`config.mk`:
```
export PLATFORM = sky130hd
export DESIGN_NAME = contention_arb
export DESIGN_NICKNAME = d
export VERILOG_FILES = /design/src/rtl/contention_arb_pkg.sv /design/src/rtl/arb_arrival.sv /design/src/rtl/arb_core.sv /design/src/rtl/arb_settle.sv /design/src/rtl/contention_arb.sv
export SDC_FILE = /design/constraint.sdc
export NUM_CORES = 1
export LEC_CHECK = 0
export BUFFER_PORTS_ARGS = -buffer_cell sky130_fd_sc_hd__buf_2
export CORE_AREA = 2 2 41 43
export DETAILED_ROUTE_END_ITERATION = 16
export DIE_AREA = 0 0 43 45
export PLACE_DENSITY = 0.72
export SETUP_SLACK_MARGIN = 0.05
export SLEW_MARGIN = 10
export SYNTH_ARGS = -nofsm -noshare
export SYNTH_HDL_FRONTEND = slang
export SYNTH_SLANG_ARGS = --single-unit
```
`constraint.sdc`:
```
create_clock -name clk -period 2 [get_ports clk]
set_input_delay 0.4 -clock clk [delete_from_list [all_inputs] [get_ports clk]]
set_output_delay 0.4 -clock clk [all_outputs]
set_load 0.05 [all_outputs]
```
`src/rtl/contention_arb_pkg.sv`:
```
package contention_arb_pkg;

  typedef enum logic [1:0] {
    OWN_NONE  = 2'd0,
    OWN_LEFT  = 2'd1,
    OWN_RIGHT = 2'd2
  } owner_e;

  // Both enables high and the same address.
  function automatic logic same_slot(input logic a_en, input logic b_en,
                                     input logic [31:0] a_addr,
                                     input logic [31:0] b_addr);
    return a_en && b_en && (a_addr == b_addr);
  endfunction

  // Winner for a match given which sides are fresh this cycle.
  function automatic owner_e pick_owner(input logic match,
                                        input owner_e held,
                                        input logic fresh_l,
                                        input logic fresh_r);
    if (!match)                                   return OWN_NONE;
    if (held != OWN_NONE && !fresh_l && !fresh_r) return held;
    if (fresh_l && !fresh_r)                      return OWN_RIGHT;
    return OWN_LEFT;                              // left earlier, or tie
  endfunction

endpackage

```
`src/rtl/arb_arrival.sv`:
```
module arb_arrival #(
  parameter int ADDR_W = 4
) (
  input  logic              clk,
  input  logic              rst_n,
  input  logic              en,
  input  logic [ADDR_W-1:0] addr,
  output logic              fresh
);
  logic              en_q;
  logic [ADDR_W-1:0] addr_q;

  always_ff @(posedge clk) begin
    if (!rst_n) begin
      en_q   <= 1'b0;
      addr_q <= '0;
    end else begin
      en_q   <= en;
      addr_q <= addr;
    end
  end

  assign fresh = en && (!en_q || (addr != addr_q));
endmodule

```
`src/rtl/arb_core.sv`:
```
module arb_core
  import contention_arb_pkg::*;
#(
  parameter int ADDR_W = 4
) (
  input  logic              clk,
  input  logic              rst_n,
  input  logic              l_en,
  input  logic [ADDR_W-1:0] l_addr,
  input  logic              r_en,
  input  logic [ADDR_W-1:0] r_addr,
  input  logic              fresh_l,
  input  logic              fresh_r,
  output logic              match,
  output owner_e            owner_now
);
  localparam int PAD = 32 - ADDR_W;

  owner_e owner_q;

  assign match     = same_slot(l_en, r_en, {{PAD{1'b0}}, l_addr},
                               {{PAD{1'b0}}, r_addr});
  assign owner_now = pick_owner(match, owner_q, fresh_l, fresh_r);

  always_ff @(posedge clk) begin
    if (!rst_n) owner_q <= OWN_NONE;
    else        owner_q <= owner_now;
  end
endmodule

```
`src/rtl/arb_settle.sv`:
```
module arb_settle (
  input  logic clk,
  input  logic rst_n,
  input  logic busy_in_n,
  output logic clear_ok
);
  logic busy_q_n;

  always_ff @(posedge clk) begin
    if (!rst_n) busy_q_n <= 1'b0;
    else        busy_q_n <= busy_in_n;
  end

  assign clear_ok = busy_in_n && busy_q_n;
endmodule

```
`src/rtl/contention_arb.sv`:
```
module contention_arb
  import contention_arb_pkg::*;
#(
  parameter int ADDR_W = 4
) (
  input  logic              clk,
  input  logic              rst_n,
  input  logic              master_sel,
  input  logic              l_en,
  input  logic [ADDR_W-1:0] l_addr,
  input  logic              l_wr,
  input  logic              r_en,
  input  logic [ADDR_W-1:0] r_addr,
  input  logic              r_wr,
  input  logic              ext_l_busy_n,
  input  logic              ext_r_busy_n,
  output logic              l_busy_n,
  output logic              r_busy_n,
  output logic              l_wr_ok,
  output logic              r_wr_ok
);
  localparam int NPORT = 2;

  logic [NPORT-1:0]             en_v, wr_v, fresh_v, ext_v, clear_v;
  logic [NPORT-1:0][ADDR_W-1:0] addr_v;
  logic [NPORT-1:0]             busy_v_n;
  logic                         match_w;
  owner_e                       owner_w;

  assign en_v   = {r_en, l_en};
  assign wr_v   = {r_wr, l_wr};
  assign addr_v = {r_addr, l_addr};
  assign ext_v  = {ext_r_busy_n, ext_l_busy_n};

  for (genvar p = 0; p < NPORT; p++) begin : g_port
    arb_arrival #(.ADDR_W(ADDR_W)) arr_i (
      .clk(clk), .rst_n(rst_n), .en(en_v[p]), .addr(addr_v[p]),
      .fresh(fresh_v[p])
    );
    arb_settle set_i (
      .clk(clk), .rst_n(rst_n), .busy_in_n(ext_v[p]), .clear_ok(clear_v[p])
    );
  end

  arb_core #(.ADDR_W(ADDR_W)) core_i (
    .clk(clk), .rst_n(rst_n),
    .l_en(l_en), .l_addr(l_addr), .r_en(r_en), .r_addr(r_addr),
    .fresh_l(fresh_v[0]), .fresh_r(fresh_v[1]),
    .match(match_w), .owner_now(owner_w)
  );

  // Busy goes to the side that did not win; only a master drives it.
  assign busy_v_n[0] = !(master_sel && rst_n && owner_w == OWN_RIGHT);
  assign busy_v_n[1] = !(master_sel && rst_n && owner_w == OWN_LEFT);

  assign l_busy_n = busy_v_n[0];
  assign r_busy_n = busy_v_n[1];

  logic [NPORT-1:0] wr_ok_v;
  for (genvar p = 0; p < NPORT; p++) begin : g_gate
    assign wr_ok_v[p] = en_v[p] && wr_v[p] &&
                        (master_sel ? busy_v_n[p] : clear_v[p]);
  end

  assign l_wr_ok = wr_ok_v[0];
  assign r_wr_ok = wr_ok_v[1];
endmodule

```
* Yosys cells after proc, flatten, opt, wreduce, memory -nomap -nowiden
Cells that the tools add are included.
** Storage, ports and cells
- Register bits :: 14
- Input port bits :: 17
- Output and inout port bits :: 4
- Logic and storage cells :: 50
** Operators by class
- Equal/unequal tests :: 5
- Muxes and demuxes :: 13
- Reductions and logical operators :: 25
** Operators with widths (count)
- $logic_and A1 B1 Y1 :: 16
- $mux W2 :: 6
- $ne A4 B4 Y1 :: 2
- $mux W1 :: 7
- $logic_not A1 Y1 :: 6
- $eq A4 B4 Y1 :: 1
- $eq A2 B1 Y1 const B :: 1
- $eq A2 B2 Y1 const B :: 1
- $logic_or A1 B1 Y1 :: 2
- $reduce_bool A2 Y1 :: 1

* Depth between registers and ports, before layout
Gate-level depths: netlist (run 1).
- Word-level depth :: 18
- Mapped depth :: 5
- Mapped depth without buffers :: 5

* Hierarchy
Synthesis (run 1) repeated with hierarchy kept, for this count alone.
** Second synthesis, totals
- Cell total of the unflattened synthesis :: 67
- Area, all modules :: 640.6 um2
** By module, submodules not included
- arb_arrival :: instances 2, cells an instance 17, area each 182.7 um2, seq. area each 100.1 um2
- arb_core :: instances 1, cells an instance 23, area each 170.2 um2, seq. area each 40.0 um2
- arb_settle :: instances 2, cells an instance 3, area each 32.5 um2, seq. area each 20.0 um2
- contention_arb :: instances 1, cells an instance 4, area each 40.0 um2, seq. area each 0.0 um2

* Worst setup path before layout (run 1)
OpenSTA, ideal clock, no wires.
- Kind :: input -> output
- From :: in l_addr[2]
- To :: out l_wr_ok
- Arrival time :: 2.390 ns
- Data required time :: 1.600 ns
- Setup slack :: -0.790 ns
- Cell stages on the path :: 5
- Buffers on the path :: 0
- Cells stage by stage :: xor2_1 > nor3_2 > a31oi_2 > o2111ai_1 > and4b_1
** Between the ends
- Cells in the longest elaborated chain, start to end :: 16
- Elaborated cells on any way between the ends :: 24
- Those cells by class :: eq/ne (3); mux (11); reduce/logical (10)
** RTL lines
- from (decl) :: RTL line contention_arb.sv:10 : input logic [ADDR_W-1:0] l_addr,
- $ne A4 B4 Y1 :: RTL line arb_arrival.sv:23 : assign fresh = en && (!en_q || (addr != addr_q));
- $logic_or A1 B1 Y1 :: RTL line arb_arrival.sv:23
- $logic_and A1 B1 Y1 :: RTL line arb_arrival.sv:23
- $logic_not A1 Y1 :: RTL line contention_arb_pkg.sv:22 : if (held != OWN_NONE && !fresh_l && !fresh_r) return held;
- $logic_and A1 B1 Y1 (2 in a row) :: RTL line contention_arb_pkg.sv:22
- $mux W2 :: RTL line contention_arb_pkg.sv:22
- $mux W2 :: RTL line contention_arb_pkg.sv:23 : if (fresh_l && !fresh_r) return OWN_RIGHT;
- $mux W2 :: RTL line contention_arb_pkg.sv:24 : return OWN_LEFT;
- $mux W2 :: RTL line contention_arb_pkg.sv:23
- $mux W2 (*) :: RTL line contention_arb_pkg.sv:22
- $eq A2 B2 Y1 (*) :: RTL line contention_arb.sv:53 : assign busy_v_n[0] = !(master_sel && rst_n && owner_w == OWN_RIGHT);
- $logic_and A1 B1 Y1 (*) :: RTL line contention_arb.sv:53
- $logic_not A1 Y1 (*) :: RTL line contention_arb.sv:53
- net l_busy_n :: RTL line contention_arb.sv:17 : output logic l_busy_n,
- $mux W1 (*) :: RTL line contention_arb.sv:62 : (master_sel ? busy_v_n[p] : clear_v[p]);
- $logic_and A1 B1 Y1 (*) :: RTL line contention_arb.sv:61 : assign wr_ok_v[p] = en_v[p] && wr_v[p] &&
- to (decl) :: RTL line contention_arb.sv:19 : output logic l_wr_ok,
Mark *: on every way through the listed nets, which the timed path passes. The rest lies on a longest branch. The select of a mux whose other input is x is not followed.

* Worst setup path after layout (run 1)
- From :: reg g_port[1].arr_i.addr_q[3]
- To :: out l_wr_ok
** Between the ends
- Cells in the longest elaborated chain, start to end :: 16
- Elaborated cells on any way between the ends :: 21
- Those cells by class :: eq/ne (2); mux (11); reduce/logical (8)
** RTL lines
- from (decl) :: RTL line arb_arrival.sv:11 : logic [ADDR_W-1:0] addr_q;
- from (signal assigned) :: RTL line arb_arrival.sv:19 : addr_q <= addr;
- $ne A4 B4 Y1 (*) :: RTL line arb_arrival.sv:23
- $logic_or A1 B1 Y1 (*) :: RTL line arb_arrival.sv:23
- $logic_and A1 B1 Y1 (*) :: RTL line arb_arrival.sv:23
- $logic_not A1 Y1 (*) :: RTL line contention_arb_pkg.sv:22, contention_arb_pkg.sv:23
- $logic_and A1 B1 Y1 :: RTL line contention_arb_pkg.sv:23
- $mux W1 (2 in a row) :: RTL line contention_arb_pkg.sv:23
- $mux W1 :: RTL line contention_arb_pkg.sv:22
- $mux W2 :: RTL line contention_arb_pkg.sv:24
- $mux W2 (*) :: RTL line contention_arb_pkg.sv:23
- $mux W2 (*) :: RTL line contention_arb_pkg.sv:22
- $eq A2 B2 Y1 (*) :: RTL line contention_arb.sv:53
- $logic_and A1 B1 Y1 (*) :: RTL line contention_arb.sv:53
- $logic_not A1 Y1 (*) :: RTL line contention_arb.sv:53
- $mux W1 (*) :: RTL line contention_arb.sv:62
- $logic_and A1 B1 Y1 (*) :: RTL line contention_arb.sv:61
Mark *: on every way between the ends. The rest lies on a longest branch, timed or not. The select of a mux whose other input is x is not followed.

==> results.cfg, run 1 <==
[critical_path]
critPathMaxFanout = 2
path_cells = xor2_2, o41ai_4, buf_4, o2111ai_4, and4b_4, buf_8
critPathBufInv = 2
cp-end-kind = output pin
start_kind = register
crit_family = compound AO/OA/AOI/OAI gates
cp.required_ns = 1.60
max_stage_delay_ns = 0.38
crit_type = register to output pin
crit_path_top_delay_cell = o41ai_4
worstPathArrival_ns = 1.80

[floorplanning]
start_util_pct = 43.9
row_count = 14
chipWidth_um = 43
io-pin-count = 21
coreArea_um2 = 1470
fp.dieH_um = 45
die-area_um2 = 1940

[outcome]
violations = negative setup slack
status = finished, violations left

[logic_synthesis]
synth-edff-count = 0
seq_area_frac_synth_pct = 43.4
synthCells = 62
synthSimpleGateAreaFrac_pct = 25.6
synthXorXnorAreaFrac_pct = 17.4
synth_most_common_cell = dfxtp_1
muxShareOfSynthArea_pct = 0
synth_top_family_by_area = simple AND/OR/NAND/NOR gates
synth.distinct_cells = 24
synth_seq_cells = 14
synth-adder-area-share_pct = 0
synth_area_leaders = dfxtp_1 43%, xor2_1 12%, and2_1 9.7%
synth_top_area_share_pct = 43.4
postSynthAreaPerCell_um2 = 10.4
yosysWarnings = 0
synth_top_cell_by_area = dfxtp_1
synthTopCellsByCount = 14 x dfxtp_1, 10 x and2_1, 9 x xor2_1
synth_compound_area_share_pct = 11.2
ys.flop_type = dfxtp_1
synth_nets = 79
syn_area_um2 = 646
synth-async-reset-ratio_pct = 0

[clocking]
numCtsBuffers = 3
cts_tree = done
clkTransAtPathRegs_ns = 0.08
clock_sinks = 14
clk_latency_ns = 0.27
cts_max_path_buffers = 2
htreeDepth = 1
clk_root_buffer_cell = clkbuf_4

[pwr]
p_per_area_nw_per_um2 = 595
p_switching_uw = 157
combPwrFrac_pct = 22.1
power_frac_seq_pct = 51.4
leakage_nw = 0.428
vdd_ir_drop_max_v = 0.000381
p_clk_share_pct = 26.5
p_int_uw = 424
sw_frac_of_total_pct = 27.0

[finish]
drive_gt1_share_pct = 53.2
register_area_um2 = 283
nNetsFinal = 113
area.growth.synth_to_final_pct = 51.4
num_antenna_cells = 0
fillers = 126
multi_input_area_um2 = 437
fin_util_pct = 66.4

[global_route]
grt_overflow = 0
grt_usage_pct = 17.7
antenna_found_initial = 0
first_global_vias = 558
grt_max_degree = 12
grt_pass1_wl_um = 2500

[route]
wl_per_cell_um = 13.1
vias = 549
wirelength_met1_um = 602
drt_iter0_markers = 6
wl_met2_um = 722
routed.top_layer = met4
drtAntennaViolNets = 0
drt-vias-per-instance = 4.99
drtPass1Iterations = 4
drc = 0
drt-total-wl_um = 1440
wl_met3_um = 101

[sta]
whs_ns = 0.349
rsz0062_at_grt = yes
tightest_slew_ns = 0.352
post-route-period-util_pct = 110
maxSlewViolCount = 0
finalClockSkew_ns = 0.000716
slew_headroom_pct = 76.4
fin_ws_ns = -0.198
hold_viol = 0
fin_crit_ns = 2.20
setup_viol = 4
max_freq_ghz = 0.455

[placement]
post-dp-hpwl_um = 1110
port_buffers = 20
gp_congestion = 0.748

[run]
drv_cap = 0

[min_path]
holdCritPathClass = primary input to register
==> metrics by stage <==
step / cell area (µm²) / worst slack, ns / total power [mW] / setup TNS (ns) / cells
finish: 977 / -0.198 / 0.581 / -0.631 / 110
global route: 977 / -0.283 / 0.609 / -0.948 / 110
CTS: 947 / -0.194 / 0.577 / -0.550 / 108
detailed placement: 878 / -0.276 / 0.417 / -0.800 / 105
global placement: 878 / -0.229 / 0.414 / -0.690 / 105
floorplan: 702 / -0.157 / 0.370 / -0.303 / 62
==> cells in the final DEF, fill, tap and decap left out <==
master,Yosys,final
buf_2,0,16
dfxtp_1,14,12
and2_1,10,10
buf_4,0,10
xor2_1,9,7
inv_1,3,3
nand2_1,3,3
a21oi_1,3,3
clkbuf_4,0,3
buf_6,0,3
xor2_2,0,2
xnor2_2,1,2
nor2_1,2,2
dfxtp_2,0,2
nor3_4,0,1
xnor2_1,2,1
a31oi_4,0,1
o41ai_4,0,1
o21ai_2,0,1
and2_4,1,1
nand3_2,1,1
nor4b_4,1,1
nand4_1,1,1
o2111ai_4,0,1
and4b_4,0,1
a211oi_4,0,1
and2_2,1,1
or4_1,1,1
a21o_1,1,1
buf_8,0,1
==> area by class of cell <==
cell class              instances  area share (%)
well taps                      16            2.05
flip-flops and latches         14            28.9
clock buffers                   3            2.30
multi-input cells              44            44.7
repair buffers                 30            20.9
inverters                       3            1.15
==> state kept, by name, summed over array words and instances, names as in the netlist <==
name,cells
g_port.arr_i.addr_q,8
core_i.owner_q,2
g_port.arr_i.en_q,2
g_port.set_i.busy_q_n,2
==> layer usage <==
layer,GRT usage [%],vias to the layer above
met4,5.45,0
met5,0,-
met1,20.9,248
li1,-,270
met3,5.20,4
met2,31.2,27
==> power groups by stage <==
| stage | Clock, mW | Combinational [mW] | Sequential [mW] |
|---|---|---|---|
| 4_1_cts | 0.158 | 0.121 | 0.298 |
| 6_report | 0.154 | 0.128 | 0.299 |
| 3_3_place_gp | 0 | 0.110 | 0.304 |
| 3_5_place_dp | 0 | 0.113 | 0.304 |
| 2_1_floorplan | 0 | 0.0675 | 0.303 |
| 5_1_grt | 0.170 | 0.139 | 0.300 |
==> logic make-up (layout without fill, tap and decap cells) <==
group,Yosys count,count (layout)
xor+xnor,12,12
compound gates,9,9
flops,14,14
buf+inv,4,36
simple gates,23,23
==> path summary, 6_finish.rpt <==
path | cells after the start | endpoint | startpoint | slack [ns]
hold / removal | 2 | g_port[1].set_i.busy_q_n | ext_r_busy_n | 0.35
setup / recovery | 6 | l_wr_ok | g_port[1].arr_i.addr_q[3] | -0.20
hold reg to reg | 3 | core_i.owner_q[0] | core_i.owner_q[0] | 0.56
setup reg to reg | 6 | core_i.owner_q[1] | g_port[1].arr_i.addr_q[3] | 0.59
==> what timing repair did <==
item,CTS,global route
gates resized for setup,12,3
buffers inserted,0,2
pin swaps,6,4
endpoints found under the setup margin,4,4
hold buffers,0,0
Note: power is estimated with default switching activity, not from simulation.
==> run 2: changes to the inputs <==
- CORE_AREA: 2 2 41 43 -> 2 2 50 52
- DIE_AREA: 0 0 43 45 -> 0 0 52 54
- PLACE_DENSITY: 0.72 -> 0.52
==> results.cfg, run 2 (synthesis results as in run 1) <==
[outcome]
status = finished, violations left
violations = negative setup slack

[sta]
rsz0062_at_grt = yes
setup_viol = 4
fin_crit_ns = 2.17
tightest_slew_ns = 0.323
finalClockSkew_ns = 0.000938
hold_viol = 0
fin_ws_ns = -0.166
max_freq_ghz = 0.462
post-route-period-util_pct = 108
whs_ns = 0.343
slew_headroom_pct = 78.4
maxSlewViolCount = 0

[clocking]
clock_sinks = 14
clkTransAtPathRegs_ns = 0.08
clk_latency_ns = 0.27
clk_root_buffer_cell = clkbuf_4
htreeDepth = 1
cts_tree = done
numCtsBuffers = 3
cts_max_path_buffers = 2

[global_route]
grt_usage_pct = 11.1
antenna_found_initial = 0
grt_pass1_wl_um = 2190
first_global_vias = 509
grt_max_degree = 12
grt_overflow = 0

[floorplanning]
die-area_um2 = 2810
fp.dieH_um = 54
io-pin-count = 21
start_util_pct = 27.8
row_count = 18
chipWidth_um = 52
coreArea_um2 = 2320

[placement]
post-dp-hpwl_um = 1140
placement.cell_area_um2 = 888
port_buffers = 20
gp_congestion = 0.700

[finish]
area.growth.synth_to_final_pct = 54.3
layout_common_cells = 17 x buf_2, 12 x dfxtp_1, 10 x and2_1
fillers = 238
layout_commonest_cell = buf_2
num_antenna_cells = 0
nNetsFinal = 111
largest-register = g_port.arr_i.addr_q
register_area_um2 = 283
multi_input_area_um2 = 452
largest_reg_flops = 8
design_area_um2 = 996
drive_gt1_share_pct = 53.3

[pwr]
leakage_nw = 0.425
p_per_area_nw_per_um2 = 586
vdd_ir_drop_max_v = 0.000336
power_uw = 584

[route]
wl_per_cell_um = 11.3
drc = 0
drtPass1Iterations = 2
drt-vias-per-instance = 4.20
drtAntennaViolNets = 0
drt_iter0_markers = 1
drt-total-wl_um = 1380
vias = 513

[critical_path]
start_kind = register
crit_type = register to output pin
worstPathArrival_ns = 1.77
cp-end-kind = output pin
critPathMaxFanout = 2
cp.required_ns = 1.60

[run]
drv_cap = 0

[min_path]
holdCritPathClass = primary input to register
run 2: worst paths after layout:
check,start,endpoint,slack (ns),cells past startpoint
worst max register to register,g_port[1].arr_i.addr_q[3],core_i.owner_q[1],0.64,6
worst max-delay path,g_port[1].arr_i.addr_q[3],r_wr_ok,-0.17,6
worst min-delay path,ext_r_busy_n,g_port[1].set_i.busy_q_n,0.34,2
worst min register to register,core_i.owner_q[0],core_i.owner_q[0],0.57,3
run 2: routing by layer:
layer  track usage, %  part of all wire [%]
met5                0                     0
met4             6.58                   1.4
met3             2.50                   3.6
met2             17.5                    50
met1             13.9                    45
run 2: through the flow:
stage | TNS [ns] | util (%) | setup WS, ns | cells
6_report | -0.465 | 42.9 | -0.166 | 122
5_1_grt | -0.823 | 42.9 | -0.259 | 122
4_1_cts | -0.578 | 41.7 | -0.217 | 121
3_5_place_dp | -0.634 | 38.3 | -0.241 | 118
3_3_place_gp | -0.666 | 38.3 | -0.247 | 118
2_1_floorplan | -0.303 | - | -0.157 | 62
run 2: report_power, final:
| part | switching, mW | leakage [nW] | internal, mW |
|---|---|---|---|
| clock | 0.0875 | 0.0138 | 0.0697 |
| sequential | 0.00656 | 0.117 | 0.292 |
| combinational | 0.0657 | 0.294 | 0.0624 |
| total | 0.160 | 0.425 | 0.424 |
run 2: cell type report:
| class | count | area share [%] |
|---|---|---|
| Timing Repair Buffer | 28 | 19.1 |
| Clock buffer | 3 | 2.26 |
| Sequential cell | 14 | 28.4 |
| Inverter | 3 | 1.13 |
| Tap cell | 30 | 3.77 |
| Multi-Input combinational cell | 44 | 45.4 |
run 2: repair_timing:
item,4_1_cts,5_1_grt
hold buffers,0,0
endpoints found under the setup margin,4,4
resized for setup,14,4
setup buffers,0,1
pin swaps,7,1
run 2: critical path: stages (launching register included):
cell and delay (ns):
dfxtp_2 0.33, xor2_2 0.15, o41ai_4 0.38, buf_4 0.18, o21ai_4 0.06, a211oi_4 0.21, buf_6 0.18
==> run 3: changes to the inputs <==
==> constraint.sdc (replaced) <==
create_clock -name clk -period 2 [get_ports clk]
set_input_delay 0.1 -clock clk [delete_from_list [all_inputs] [get_ports clk]]
set_output_delay 0.1 -clock clk [all_outputs]
set_load 0.05 [all_outputs]
==> results.cfg, run 3 (synthesis results as in run 1) <==
[min_path]
hold_depth = 2
min-delay-start = ext_l_busy_n
holdCritPathClass = primary input to register

[floorplanning]
start_util_pct = 27.8
chipWidth_um = 52
row_count = 18
fp.dieH_um = 54
die-area_um2 = 2810
coreArea_um2 = 2320
io-pin-count = 21

[pwr]
p_clk_share_pct = 34.0
combPwrFrac_pct = 16.8
leakage_nw = 0.378
power_frac_seq_pct = 49.2
p_switching_uw = 153
vdd_ir_drop_max_v = 0.000260
p_per_area_nw_per_um2 = 693
sw_frac_of_total_pct = 25.4
power_uw = 602
p_int_uw = 449

[sta]
setup_viol = 0
slew_headroom_pct = 76.8
hold_viol = 0
finalClockSkew_ns = 0.00305
fin_crit_ns = 1.88
max_freq_ghz = 0.531
maxSlewViolCount = 0
tightest_slew_ns = 0.346
post-route-period-util_pct = 94.2
rsz0062_at_grt = yes

[critical_path]
critPathMaxFanout = 3
worstPathArrival_ns = 1.78
crit_type = register to output pin
critPathBufInv = 1
regToRegEndpoint = core_i.owner_q[1]
cp-startpoint = g_port[1].arr_i.addr_q[3]
max_stage_delay_ns = 0.44
worst-path-stages = 5
crit_family = compound AO/OA/AOI/OAI gates
cp-endpoint = l_wr_ok
r2r_start = g_port[1].arr_i.addr_q[3]
start_kind = register
path_cells = xor2_1, o41ai_4, o2111ai_2, and4b_1, buf_6
reg2regPathDepth = 4
crit_path_top_delay_cell = o41ai_4
rrSetupSlack_ns = 0.76
cp.required_ns = 1.90
cp-end-kind = output pin

[clocking]
cts_tree = done
numCtsBuffers = 3
cts_max_path_buffers = 2
clk_root_buffer_cell = clkbuf_4
clk_latency_ns = 0.28
clkTransAtPathRegs_ns = 0.09
htreeDepth = 1
clock_sinks = 14

[global_route]
grt_overflow = 0
antenna_found_initial = 0
first_global_vias = 530
grt_pass1_wl_um = 2240
grt_max_degree = 13
grt_usage_pct = 11.2

[finish]
nNetsFinal = 105
largest_reg_flops = 8
fillers = 232
largest-register = g_port.arr_i.addr_q
multi_input_area_um2 = 377
layout_common_cells = 18 x buf_2, 14 x dfxtp_1, 10 x and2_1
area.growth.synth_to_final_pct = 34.7
layout_commonest_cell = buf_2
drive_gt1_share_pct = 42.5
register_area_um2 = 280
fin_util_pct = 37.5
num_antenna_cells = 0

[placement]
port_buffers = 20
post-dp-hpwl_um = 1030
gp_congestion = 0.814

[route]
drt-total-wl_um = 1310
vias = 494
drt_iter0_markers = 5
wl_per_cell_um = 11.2
drt-vias-per-instance = 4.22
drc = 0
drtAntennaViolNets = 0
drtPass1Iterations = 4

[run]
drv_cap = 0

[outcome]
status = finished, final reports clean
run 3: area by class of cell:
cell class                      count  share of cell area (%)
Clock buffer                        4                    4.17
Inverter                            3                    1.29
Tap cell                           30                    4.32
Sequential cell                    14                    32.2
Timing Repair Buffer               22                    14.7
Multi-Input combinational cell     44                    43.3
run 3: per-stage QoR:
| stage | TNS [ns] | hold slack (ns) | cell area (µm²) | worst slack [ns] | cells |
|---|---|---|---|---|---|
| floorplan | -0.0164 | 0.222 | 657 | -0.0164 | 62 |
| global placement | 0 | 0.328 | 791 | 0.330 | 111 |
| finish | 0 | 0.0366 | 870 | 0.117 | 117 |
| detailed placement | 0 | 0.330 | 791 | 0.302 | 111 |
| CTS | 0 | 0.0262 | 862 | 0.0344 | 116 |
| global route | 0 | 0.0244 | 870 | 0.0300 | 117 |
run 3: what timing repair did:
action,in CTS,in global routing
gates resized for setup,6,0
endpoints found under the setup margin,2,4
buffers inserted,1,1
pin swaps,5,3
hold buffers,0,0
run 3: per-layer routing:
layer	wire length (µm)	track usage [%]	part of all wire [%]
met1	583	12.5	45
met2	679	18.4	52
met3	46	3.06	3.5
met4	0	7.89	0
met5	0	0	0
run 3: worst reg2reg max path, delay by kind of cell (launching register included):
| family | cells | cell delay (ns) |
|---|---|---|
| AND/OR/NAND/NOR | 1 | 0.12 |
| flip-flops | 1 | 0.32 |
| AO/OA/AOI/OAI | 2 | 0.57 |
| XOR/XNOR | 1 | 0.18 |
run 3: worst min path at each step:
stage,endpoint
2_1_floorplan,g_port[0].arr_i.addr_q[0]
3_3_place_gp,g_port[0].set_i.busy_q_n
3_5_place_dp,g_port[0].set_i.busy_q_n
4_1_cts,g_port[0].set_i.busy_q_n
5_1_grt,g_port[0].set_i.busy_q_n
6_report,g_port[0].set_i.busy_q_n
run 3: power by group through the flow:
stage / combinational (mW) / sequential (mW) / clock [mW]
5_1_grt: 0.111 / 0.298 / 0.225
2_1_floorplan: 0.0580 / 0.302 / 0
3_3_place_gp: 0.0924 / 0.303 / 0
3_5_place_dp: 0.0927 / 0.303 / 0
6_report: 0.101 / 0.297 / 0.205
4_1_cts: 0.101 / 0.297 / 0.216
